**src/rtl/frfcfs_pkg.sv**
```systemverilog
package frfcfs_pkg;
  typedef enum logic [1:0] {
    SRC_NONE = 2'd0,
    SRC_RD   = 2'd1,
    SRC_WR   = 2'd2
  } grant_src_e;
endpackage

```
**src/rtl/sched_queue.sv**
```systemverilog
module sched_queue #(
  parameter int DEPTH  = 4,
  parameter int BANK_W = 2,
  parameter int ROW_W  = 8,
  parameter int COL_W  = 6,
  parameter int AGE_W  = 6
) (
  input  logic                               clk,
  input  logic                               rst,
  input  logic                               enq_valid,
  output logic                               enq_ready,
  input  logic [BANK_W-1:0]                  enq_bank,
  input  logic [ROW_W-1:0]                   enq_row,
  input  logic [COL_W-1:0]                   enq_col,
  input  logic                               deq_en,
  input  logic [$clog2(DEPTH)-1:0]           deq_idx,
  output logic [DEPTH-1:0]                   ent_valid,
  output logic [DEPTH-1:0][BANK_W-1:0]       ent_bank,
  output logic [DEPTH-1:0][ROW_W-1:0]        ent_row,
  output logic [DEPTH-1:0][COL_W-1:0]        ent_col,
  output logic [DEPTH-1:0][AGE_W-1:0]        ent_age,
  output logic [$clog2(DEPTH+1)-1:0]         count
);
  localparam int IDX_W = $clog2(DEPTH);
  localparam int CNT_W = $clog2(DEPTH + 1);

  logic             free_found;
  logic [IDX_W-1:0] free_idx;

  // lowest-numbered empty slot
  always_comb begin
    free_found = 1'b0;
    free_idx   = '0;
    for (int i = DEPTH - 1; i >= 0; i--) begin
      if (!ent_valid[i]) begin
        free_found = 1'b1;
        free_idx   = IDX_W'(i);
      end
    end
  end

  assign enq_ready = free_found;

  always_comb begin
    count = '0;
    for (int i = 0; i < DEPTH; i++) count = count + CNT_W'(ent_valid[i]);
  end

  // occupancy and waiting time
  always_ff @(posedge clk) begin
    if (rst) begin
      ent_valid <= '0;
      ent_age   <= '0;
    end else begin
      for (int i = 0; i < DEPTH; i++) begin
        if (ent_valid[i] && (ent_age[i] != {AGE_W{1'b1}}))
          ent_age[i] <= ent_age[i] + 1'b1;
      end
      if (deq_en) ent_valid[deq_idx] <= 1'b0;
      if (enq_valid && free_found) begin
        ent_valid[free_idx] <= 1'b1;
        ent_age[free_idx]   <= '0;
      end
    end
  end

  // payload store, no reset needed
  always_ff @(posedge clk) begin
    if (enq_valid && free_found) begin
      ent_bank[free_idx] <= enq_bank;
      ent_row[free_idx]  <= enq_row;
      ent_col[free_idx]  <= enq_col;
    end
  end

  a_r10_deq_live: assert property (@(posedge clk) disable iff (rst)
    deq_en |-> ent_valid[deq_idx]);

  a_r9_full_drops: assert property (@(posedge clk) disable iff (rst)
    (enq_valid && !enq_ready && !deq_en) |=> $stable(ent_valid));
endmodule

```
**src/rtl/sched_pick.sv**
```systemverilog
module sched_pick #(
  parameter int DEPTH     = 4,
  parameter int NUM_BANKS = 4,
  parameter int BANK_W    = 2,
  parameter int ROW_W     = 8,
  parameter int AGE_W     = 6
) (
  input  logic [DEPTH-1:0]                 ent_valid,
  input  logic [DEPTH-1:0][BANK_W-1:0]     ent_bank,
  input  logic [DEPTH-1:0][ROW_W-1:0]      ent_row,
  input  logic [DEPTH-1:0][AGE_W-1:0]      ent_age,
  input  logic [NUM_BANKS-1:0]             bank_busy,
  input  logic [NUM_BANKS-1:0]             bank_open_vld,
  input  logic [NUM_BANKS-1:0][ROW_W-1:0]  bank_open_row,
  input  logic                             fcfs_mode,
  output logic                             found,
  output logic [$clog2(DEPTH)-1:0]         idx,
  output logic                             hit,
  output logic                             hit_any
);
  localparam int IDX_W = $clog2(DEPTH);

  logic [DEPTH-1:0] elig, row_hit;

  generate
    for (genvar g = 0; g < DEPTH; g++) begin : g_ent
      assign elig[g]    = ent_valid[g] && !bank_busy[ent_bank[g]];
      assign row_hit[g] = bank_open_vld[ent_bank[g]] &&
                          (bank_open_row[ent_bank[g]] == ent_row[g]);
    end
  endgenerate

  logic             any_f, hit_f;
  logic [IDX_W-1:0] any_i, hit_i;
  logic [AGE_W-1:0] any_a, hit_a;

  // strict greater-than keeps the lower index on equal age
  always_comb begin
    any_f = 1'b0; any_i = '0; any_a = '0;
    hit_f = 1'b0; hit_i = '0; hit_a = '0;
    for (int i = 0; i < DEPTH; i++) begin
      if (elig[i] && (!any_f || ent_age[i] > any_a)) begin
        any_f = 1'b1; any_i = IDX_W'(i); any_a = ent_age[i];
      end
      if (elig[i] && row_hit[i] && (!hit_f || ent_age[i] > hit_a)) begin
        hit_f = 1'b1; hit_i = IDX_W'(i); hit_a = ent_age[i];
      end
    end
    if (!fcfs_mode && hit_f) begin
      found = 1'b1;
      idx   = hit_i;
    end else begin
      found = any_f;
      idx   = any_i;
    end
    hit     = row_hit[idx];
    hit_any = hit_f;
  end
endmodule

```
**src/rtl/mem_sched_frfcfs.sv**
```systemverilog
module mem_sched_frfcfs #(
  parameter int NUM_BANKS  = 4,
  parameter int ROW_W      = 8,
  parameter int COL_W      = 6,
  parameter int RD_DEPTH   = 4,
  parameter int WR_DEPTH   = 4,
  parameter int WR_HI_MARK = 3,
  parameter int WR_LO_MARK = 1,
  parameter int AGE_W      = 6,
  parameter int BANK_W     = $clog2(NUM_BANKS)
) (
  input  logic                       clk,
  input  logic                       rst,
  input  logic                       fcfs_mode,
  input  logic                       rd_req_valid,
  output logic                       rd_req_ready,
  input  logic [BANK_W-1:0]          rd_req_bank,
  input  logic [ROW_W-1:0]           rd_req_row,
  input  logic [COL_W-1:0]           rd_req_col,
  input  logic                       wr_req_valid,
  output logic                       wr_req_ready,
  input  logic [BANK_W-1:0]          wr_req_bank,
  input  logic [ROW_W-1:0]           wr_req_row,
  input  logic [COL_W-1:0]           wr_req_col,
  input  logic [NUM_BANKS-1:0]       bank_busy,
  input  logic [NUM_BANKS-1:0]       bank_open_vld,
  input  logic [NUM_BANKS*ROW_W-1:0] bank_open_row,
  output logic                       iss_valid,
  output logic                       iss_write,
  output logic [BANK_W-1:0]          iss_bank,
  output logic [ROW_W-1:0]           iss_row,
  output logic [COL_W-1:0]           iss_col,
  output logic                       iss_row_hit
);
  import frfcfs_pkg::*;

  localparam int RIDX_W = $clog2(RD_DEPTH);
  localparam int WIDX_W = $clog2(WR_DEPTH);
  localparam int RCNT_W = $clog2(RD_DEPTH + 1);
  localparam int WCNT_W = $clog2(WR_DEPTH + 1);
  localparam logic [WCNT_W-1:0] HI_C = WCNT_W'(WR_HI_MARK);
  localparam logic [WCNT_W-1:0] LO_C = WCNT_W'(WR_LO_MARK);

  logic [NUM_BANKS-1:0][ROW_W-1:0] open_row_arr;
  assign open_row_arr = bank_open_row;

  logic [RD_DEPTH-1:0]               rq_valid;
  logic [RD_DEPTH-1:0][BANK_W-1:0]   rq_bank;
  logic [RD_DEPTH-1:0][ROW_W-1:0]    rq_row;
  logic [RD_DEPTH-1:0][COL_W-1:0]    rq_col;
  logic [RD_DEPTH-1:0][AGE_W-1:0]    rq_age;
  logic [RCNT_W-1:0]                 rq_cnt;
  logic [WR_DEPTH-1:0]               wq_valid;
  logic [WR_DEPTH-1:0][BANK_W-1:0]   wq_bank;
  logic [WR_DEPTH-1:0][ROW_W-1:0]    wq_row;
  logic [WR_DEPTH-1:0][COL_W-1:0]    wq_col;
  logic [WR_DEPTH-1:0][AGE_W-1:0]    wq_age;
  logic [WCNT_W-1:0]                 wq_cnt;

  logic              r_found, r_hit, r_hit_any;
  logic [RIDX_W-1:0] r_idx;
  logic              w_found, w_hit, w_hit_any;
  logic [WIDX_W-1:0] w_idx;
  grant_src_e        src;

  sched_queue #(.DEPTH(RD_DEPTH), .BANK_W(BANK_W), .ROW_W(ROW_W), .COL_W(COL_W), .AGE_W(AGE_W)) u_rdq (
    .clk(clk), .rst(rst),
    .enq_valid(rd_req_valid), .enq_ready(rd_req_ready),
    .enq_bank(rd_req_bank), .enq_row(rd_req_row), .enq_col(rd_req_col),
    .deq_en(src == SRC_RD), .deq_idx(r_idx),
    .ent_valid(rq_valid), .ent_bank(rq_bank), .ent_row(rq_row),
    .ent_col(rq_col), .ent_age(rq_age), .count(rq_cnt));

  sched_queue #(.DEPTH(WR_DEPTH), .BANK_W(BANK_W), .ROW_W(ROW_W), .COL_W(COL_W), .AGE_W(AGE_W)) u_wrq (
    .clk(clk), .rst(rst),
    .enq_valid(wr_req_valid), .enq_ready(wr_req_ready),
    .enq_bank(wr_req_bank), .enq_row(wr_req_row), .enq_col(wr_req_col),
    .deq_en(src == SRC_WR), .deq_idx(w_idx),
    .ent_valid(wq_valid), .ent_bank(wq_bank), .ent_row(wq_row),
    .ent_col(wq_col), .ent_age(wq_age), .count(wq_cnt));

  sched_pick #(.DEPTH(RD_DEPTH), .NUM_BANKS(NUM_BANKS), .BANK_W(BANK_W), .ROW_W(ROW_W), .AGE_W(AGE_W)) u_rpick (
    .ent_valid(rq_valid), .ent_bank(rq_bank), .ent_row(rq_row), .ent_age(rq_age),
    .bank_busy(bank_busy), .bank_open_vld(bank_open_vld), .bank_open_row(open_row_arr),
    .fcfs_mode(fcfs_mode), .found(r_found), .idx(r_idx), .hit(r_hit), .hit_any(r_hit_any));

  sched_pick #(.DEPTH(WR_DEPTH), .NUM_BANKS(NUM_BANKS), .BANK_W(BANK_W), .ROW_W(ROW_W), .AGE_W(AGE_W)) u_wpick (
    .ent_valid(wq_valid), .ent_bank(wq_bank), .ent_row(wq_row), .ent_age(wq_age),
    .bank_busy(bank_busy), .bank_open_vld(bank_open_vld), .bank_open_row(open_row_arr),
    .fcfs_mode(fcfs_mode), .found(w_found), .idx(w_idx), .hit(w_hit), .hit_any(w_hit_any));

  // write drain hysteresis
  logic drain_q, drain_eff, rd_pending;
  assign rd_pending = (rq_cnt != '0);
  assign drain_eff  = (wq_cnt >= HI_C) || (drain_q && (wq_cnt >= LO_C));

  always_comb begin
    src = SRC_NONE;
    if (drain_eff && w_found)        src = SRC_WR;
    else if (r_found)                src = SRC_RD;
    else if (!rd_pending && w_found) src = SRC_WR;
  end

  always_ff @(posedge clk) begin
    if (rst) begin
      drain_q     <= 1'b0;
      iss_valid   <= 1'b0;
      iss_write   <= 1'b0;
      iss_bank    <= '0;
      iss_row     <= '0;
      iss_col     <= '0;
      iss_row_hit <= 1'b0;
    end else begin
      drain_q   <= drain_eff;
      iss_valid <= (src != SRC_NONE);
      iss_write <= (src == SRC_WR);
      if (src == SRC_WR) begin
        iss_bank    <= wq_bank[w_idx];
        iss_row     <= wq_row[w_idx];
        iss_col     <= wq_col[w_idx];
        iss_row_hit <= w_hit;
      end else begin
        iss_bank    <= rq_bank[r_idx];
        iss_row     <= rq_row[r_idx];
        iss_col     <= rq_col[r_idx];
        iss_row_hit <= r_hit;
      end
    end
  end

  // one-cycle copies of the decision context, used only by the properties
  logic [NUM_BANKS-1:0] chk_busy_q;
  logic chk_rpend_q, chk_drain_q, chk_fcfs_q, chk_rhit_q, chk_whit_q;
  always_ff @(posedge clk) begin
    if (rst) begin
      chk_busy_q  <= '0;
      chk_rpend_q <= 1'b0;
      chk_drain_q <= 1'b0;
      chk_fcfs_q  <= 1'b0;
      chk_rhit_q  <= 1'b0;
      chk_whit_q  <= 1'b0;
    end else begin
      chk_busy_q  <= bank_busy;
      chk_rpend_q <= rd_pending;
      chk_drain_q <= drain_eff;
      chk_fcfs_q  <= fcfs_mode;
      chk_rhit_q  <= r_hit_any;
      chk_whit_q  <= w_hit_any;
    end
  end

  a_r5_bank_free: assert property (@(posedge clk) disable iff (rst)
    iss_valid |-> !chk_busy_q[iss_bank]);

  a_r7_write_defer: assert property (@(posedge clk) disable iff (rst)
    (iss_valid && iss_write) |-> (chk_drain_q || !chk_rpend_q));

  a_r3_read_hit_first: assert property (@(posedge clk) disable iff (rst)
    (iss_valid && !iss_write && !iss_row_hit && !chk_fcfs_q) |-> !chk_rhit_q);

  a_r3_write_hit_first: assert property (@(posedge clk) disable iff (rst)
    (iss_valid && iss_write && !iss_row_hit && !chk_fcfs_q) |-> !chk_whit_q);
endmodule

```
**config.mk**
```make
export PLATFORM = sky130hd
export DESIGN_NAME = mem_sched_frfcfs
export DESIGN_NICKNAME = d
export VERILOG_FILES = /design/src/rtl/frfcfs_pkg.sv /design/src/rtl/sched_queue.sv /design/src/rtl/sched_pick.sv /design/src/rtl/mem_sched_frfcfs.sv
export SDC_FILE = /design/constraint.sdc
export NUM_CORES = 1
export LEC_CHECK = 0
export BUFFER_PORTS_ARGS = -buffer_cell sky130_fd_sc_hd__buf_2
export CAP_MARGIN = 20
export CORE_MARGIN = 8
export CORE_UTILIZATION = 35
export DETAILED_ROUTE_END_ITERATION = 7
export GPL_TIMING_DRIVEN = 0
export PLACE_DENSITY = 0.58
export SLEW_MARGIN = 20
export SYNTH_ARGS = -nofsm -noshare
export SYNTH_HDL_FRONTEND = slang
export SYNTH_SLANG_ARGS = --single-unit
```
**constraint.sdc**
```tcl
create_clock -name clk -period 12 [get_ports clk]
set_input_delay 1.2 -clock clk [delete_from_list [all_inputs] [get_ports clk]]
set_output_delay 1.2 -clock clk [all_outputs]
set_load 0.05 [all_outputs]
```
==> reports/results.txt <==
Each instance of the synthesized netlist takes up on average 10.72 sq um. In this run, post-CTS repair resized a total of 0 instances. After synthesis, the share of flip-flops with an asynchronous set or reset is 0%. Post-detailed-route DRC marker count: 0. After detailed routing, the average wire length per cell comes to 21.52 um. The worst register-to-register path has a depth of 34. Signal routing reaches up to met5.

The via count of the first global-routing pass came out at 10690. The design draws 1.726 mW. Once detailed placement completed, the half-perimeter wirelength came to 32630 um. The initial antenna violation count was 14. The most common flop cell mapped by yosys is sky130_fd_sc_hd__edfxtp_1.

Counting flops with a built-in enable in the synthesized netlist gives 128. For the number of optimization iterations in the first detailed-route pass, the log shows 5. By instance count, the leading cell after synthesis is sky130_fd_sc_hd__edfxtp_1. The final critical path takes up 78.13% of the cycle. Via-per-instance ratio: 5.470.

The maximum number of pins on one net before global-route repair was 19; the core area was 0.03937 sq mm. The tools report the wire length of the first global-routing pass as 63780 um. The smallest clock period supported by the final layout is computed as 9.376 ns.

The die extent in y was 215.0 um; the post-synthesis instance area was 0.01386 sq mm. The floorplan has 73 rows. STA classifies the critical path startpoint as a primary input.

Relative to the synthesized area, the layout overhead comes to 14.00%. Maximum vdd drop: 109.8 uV. The tools report the endpoint kind of the worst setup timing path as a register. The floorplan step defined a die boundary enclosing 0.04622 sq mm.

Ranked by instance count, the synthesized netlist is headed by 128 x sky130_fd_sc_hd__edfxtp_1, 122 x sky130_fd_sc_hd__mux2i_1, 90 x sky130_fd_sc_hd__nor2_1. The tools report the launching instance or port of the critical path as bank_open_row[3]. Summed over all nets, wire length on met3 after detailed routing comes to 3364 um.

The end point of the critical path was iss_row_hit. For this run, the number of Yosys warnings is 0. Count of port buffers added during placement: 81.

The power density relative to cell area is 109.2 mW/mm^2. Routability-driven placement finished with a final weighted congestion of 0.9103. The share of final-layout standard cells stronger than drive strength 1 was 17.67%; the starting utilization of the core area was 35.20%.

The number of distinct library cells after synthesis is 73. The path category of the worst min-delay check was register to register. Setup repair after global routing left no endpoint under its margin. Across the routed clock network, the largest skew measured is 0.01169 ns. The most frequent cell on the critical path is sky130_fd_sc_hd__o21a_1. The number of buffers inserted during clock tree synthesis was 24.

Setup violations remaining at the end of the flow were counted as 0. Total of hold buffers inserted after clock tree synthesis: 0. The total setup buffers inserted after CTS was 0; the overall overflow remaining after global route was 0. The summed negative setup slack over all endpoints was 0 ns. The slowest stage of the critical path is the sky130_fd_sc_hd__a211oi_1 cell. The tools report the reported leakage power as 6.146 nW. The tree is rooted in a sky130_fd_sc_hd__clkbuf_16. In the final routing, the length of wire on met1 measures 19050 um. The cell family contributing the most delay on the critical path is compound AO/OA/AOI/OAI gates.

The number of levels in the clock H-tree was 1; the horizontal extent of the die was 215.0 um. For this run, the slowest stage of the critical path takes 0.46 ns. The run gives 0 as the final hold violation count. The worst setup path is of the primary input to register kind. The startpoint of the most critical register-to-register path was u_rdq.ent_bank[0].

The run gives 0 as the remaining antenna violation count after routing. In this run, synthesis produced a sequential element count of 204. Timing would allow up to 0.1067 GHz. For the gate count after technology mapping, the log shows 1293.

Number of nets in the layout: 1573. In this run the critical register-to-register path is captured at iss_col[2]. The worst endpoint required time came out at 12.42 ns. The total detailed-routing wirelength is 42040 um, and the worst relative slew slack is 40.60%.

The largest total area in the synthesized netlist belongs to sky130_fd_sc_hd__edfxtp_1. Yosys attributes the largest share of cell area to sky130_fd_sc_hd__edfxtp_1 28%, sky130_fd_sc_hd__dfxtp_1 11%, sky130_fd_sc_hd__mux2i_1 8.8%. At the worst endpoint, the arrival time is 9.79 ns. The critical path contains buffers and inverters numbering 4 combined.

The internal reg-to-reg setup slack was 2.75 ns; the overall global routing resource usage was 17.59%. Synthesis produced a netlist with a net count of 1458. The TritonCTS sink count is 204, and the depth of the critical timing path with buffers and inverters included is 38. The area share of the leading cell type in the synthesized netlist is 27.74%.

At the later pin of the worst-skew pair, clock insertion delay measures 0.55 ns. The routed design uses 18390 um of met2 wire. TritonCTS built the clock tree. The run finished with clean final reports. The logs give 3 for the buffer depth of the longest clock path and 0 for the number of max-cap violations. Detailed routing inserted a total of 10680 vias.

In this run the worst path has a maximum fanout of 10. The max-slew violation count was 0; the slew of the pin with the lowest slew margin was 0.8900 ns. The number of DRC markers in iteration 0 was 728. Pin placement for this block handled 98 I/O pins.

Clock-pin slew was measured on the worst setup and hold paths at 0.06 ns. The tools report the share of synthesized area occupied by flip-flops and latches as 38.71%.
## cells by family after synthesis
logic type,Yosys count,share of synthesized area (%)
AND/OR/NAND/NOR,346,12.69
AO/OA/AOI/OAI,208,10.01
flip-flops,204,38.71
multiplexers,191,18.48
buffers and inverters,131,4.153
XOR/XNOR,125,7.900
adder cells (fa/ha/maj),88,8.053
## power by group
group | leakage (nW) | internal (mW) | switching, mW | total (mW)
logic | 3.98 | 0.0884 | 0.152 | 0.240
clock network | 0.369 | 0.409 | 0.291 | 0.700
registers | 1.79 | 0.771 | 0.0155 | 0.786
## layout by cell type (no fill, tap or decap), types with 4 or more instances in the layout
| master | instances |
|---|---|
| sky130_fd_sc_hd__edfxtp_1 | 128 |
| sky130_fd_sc_hd__mux2i_1 | 122 |
| sky130_fd_sc_hd__buf_2 | 99 |
| sky130_fd_sc_hd__nor2_1 | 89 |
| sky130_fd_sc_hd__ha_1 | 86 |
| sky130_fd_sc_hd__dfxtp_1 | 76 |
| sky130_fd_sc_hd__nand2_1 | 74 |
| sky130_fd_sc_hd__xnor2_1 | 68 |
| sky130_fd_sc_hd__inv_1 | 60 |
| sky130_fd_sc_hd__xor2_1 | 57 |
| sky130_fd_sc_hd__mux4_2 | 50 |
| sky130_fd_sc_hd__o22ai_1 | 41 |
| sky130_fd_sc_hd__a21oi_1 | 40 |
| sky130_fd_sc_hd__clkbuf_1 | 39 |
| sky130_fd_sc_hd__o21ai_0 | 36 |
| sky130_fd_sc_hd__nand4_1 | 30 |
| sky130_fd_sc_hd__clkbuf_16 | 25 |
| sky130_fd_sc_hd__nand3_1 | 22 |
| sky130_fd_sc_hd__o21a_1 | 20 |
| sky130_fd_sc_hd__nand2b_1 | 19 |
| sky130_fd_sc_hd__mux2_2 | 19 |
| sky130_fd_sc_hd__or2_1 | 17 |
| sky130_fd_sc_hd__nor2b_1 | 16 |
| sky130_fd_sc_hd__or2_2 | 13 |
| sky130_fd_sc_hd__a31oi_1 | 12 |
| sky130_fd_sc_hd__and3_1 | 11 |
| sky130_fd_sc_hd__nor4_1 | 11 |
| sky130_fd_sc_hd__buf_4 | 10 |
| sky130_fd_sc_hd__or3_1 | 10 |
| sky130_fd_sc_hd__and2_1 | 9 |
| sky130_fd_sc_hd__buf_1 | 8 |
| sky130_fd_sc_hd__buf_6 | 8 |
| sky130_fd_sc_hd__o211ai_1 | 8 |
| sky130_fd_sc_hd__o32ai_1 | 6 |
| sky130_fd_sc_hd__nor3_1 | 5 |
| sky130_fd_sc_hd__o21ai_1 | 5 |
| sky130_fd_sc_hd__a2111oi_0 | 4 |
| sky130_fd_sc_hd__clkinv_1 | 4 |
| sky130_fd_sc_hd__clkbuf_8 | 4 |
## layer usage
layer	global-route usage, %	up-vias
li1	-	5029
met1	23.20	5186
met2	27.62	360
met3	5.660	85
met4	4.517	22
met5	0	-
## sequential cells by signal (all words and copies together), names as in the netlist, 4 cells and up
signal	count
iss_col	6
iss_row	8
u_rdq.ent_age	24
u_rdq.ent_bank	8
u_rdq.ent_col	24
u_rdq.ent_row	32
u_rdq.ent_valid	4
u_wrq.ent_age	24
u_wrq.ent_bank	8
u_wrq.ent_col	24
u_wrq.ent_row	32
u_wrq.ent_valid	4
## how the worst min path moves through the flow
stage | startpoint | endpoint | slack, ns | cells after the start
floorplan | u_rdq.ent_age[23] | u_rdq.ent_age[23] | 0.49 | 2
global placement | u_wrq.ent_valid[1] | u_wrq.ent_valid[1] | 0.52 | 2
detailed placement | u_wrq.ent_valid[1] | u_wrq.ent_valid[1] | 0.54 | 2
CTS | u_wrq.ent_valid[1] | u_wrq.ent_valid[1] | 0.55 | 2
global route | u_wrq.ent_valid[1] | u_wrq.ent_valid[1] | 0.57 | 2
finish | u_wrq.ent_valid[1] | u_wrq.ent_valid[1] | 0.55 | 2
## metrics by stage
stage / setup WS, ns / std cells / instance area (sq um) / hold WS [ns] / util, %
CTS: 2.821 / 1951 / 15790 / 0.5465 / 40.12
finish: 2.624 / 1953 / 15800 / 0.5488 / 40.13
global route: 2.024 / 1951 / 15790 / 0.5704 / 40.12
floorplan: 3.752 / 1293 / 13860 / 0.4920 / -
global placement: 2.316 / 1899 / 14920 / 0.5238 / 37.90
detailed placement: 2.264 / 1907 / 15020 / 0.5379 / 38.16
## final cells by class
| type | instances | area [sq um] |
|---|---|---|
| fill | 3823 | 23570 |
| multi-input combinational | 958 | 7950 |
| antenna | 2 | 5.005 |
| buffer | 69 | 342.8 |
| timing repair buffer | 89 | 473.0 |
| sequential | 204 | 5365 |
| inverter | 62 | 232.7 |
| clock buffer | 36 | 706.9 |
| tap | 525 | 656.9 |
| clock inverter | 8 | 66.31 |
## worst reg2reg max path: cells and delay by family, from the launching register on
kind,cells,cell delay (ns)
AND/OR/NAND/NOR,9,1.61
buffers and inverters,6,1.84
flip-flops,1,0.33
adder cells (fa/ha/maj),3,0.91
multiplexers,2,0.94
AO/OA/AOI/OAI,14,3.51
(Power assumes the default switching activity.)
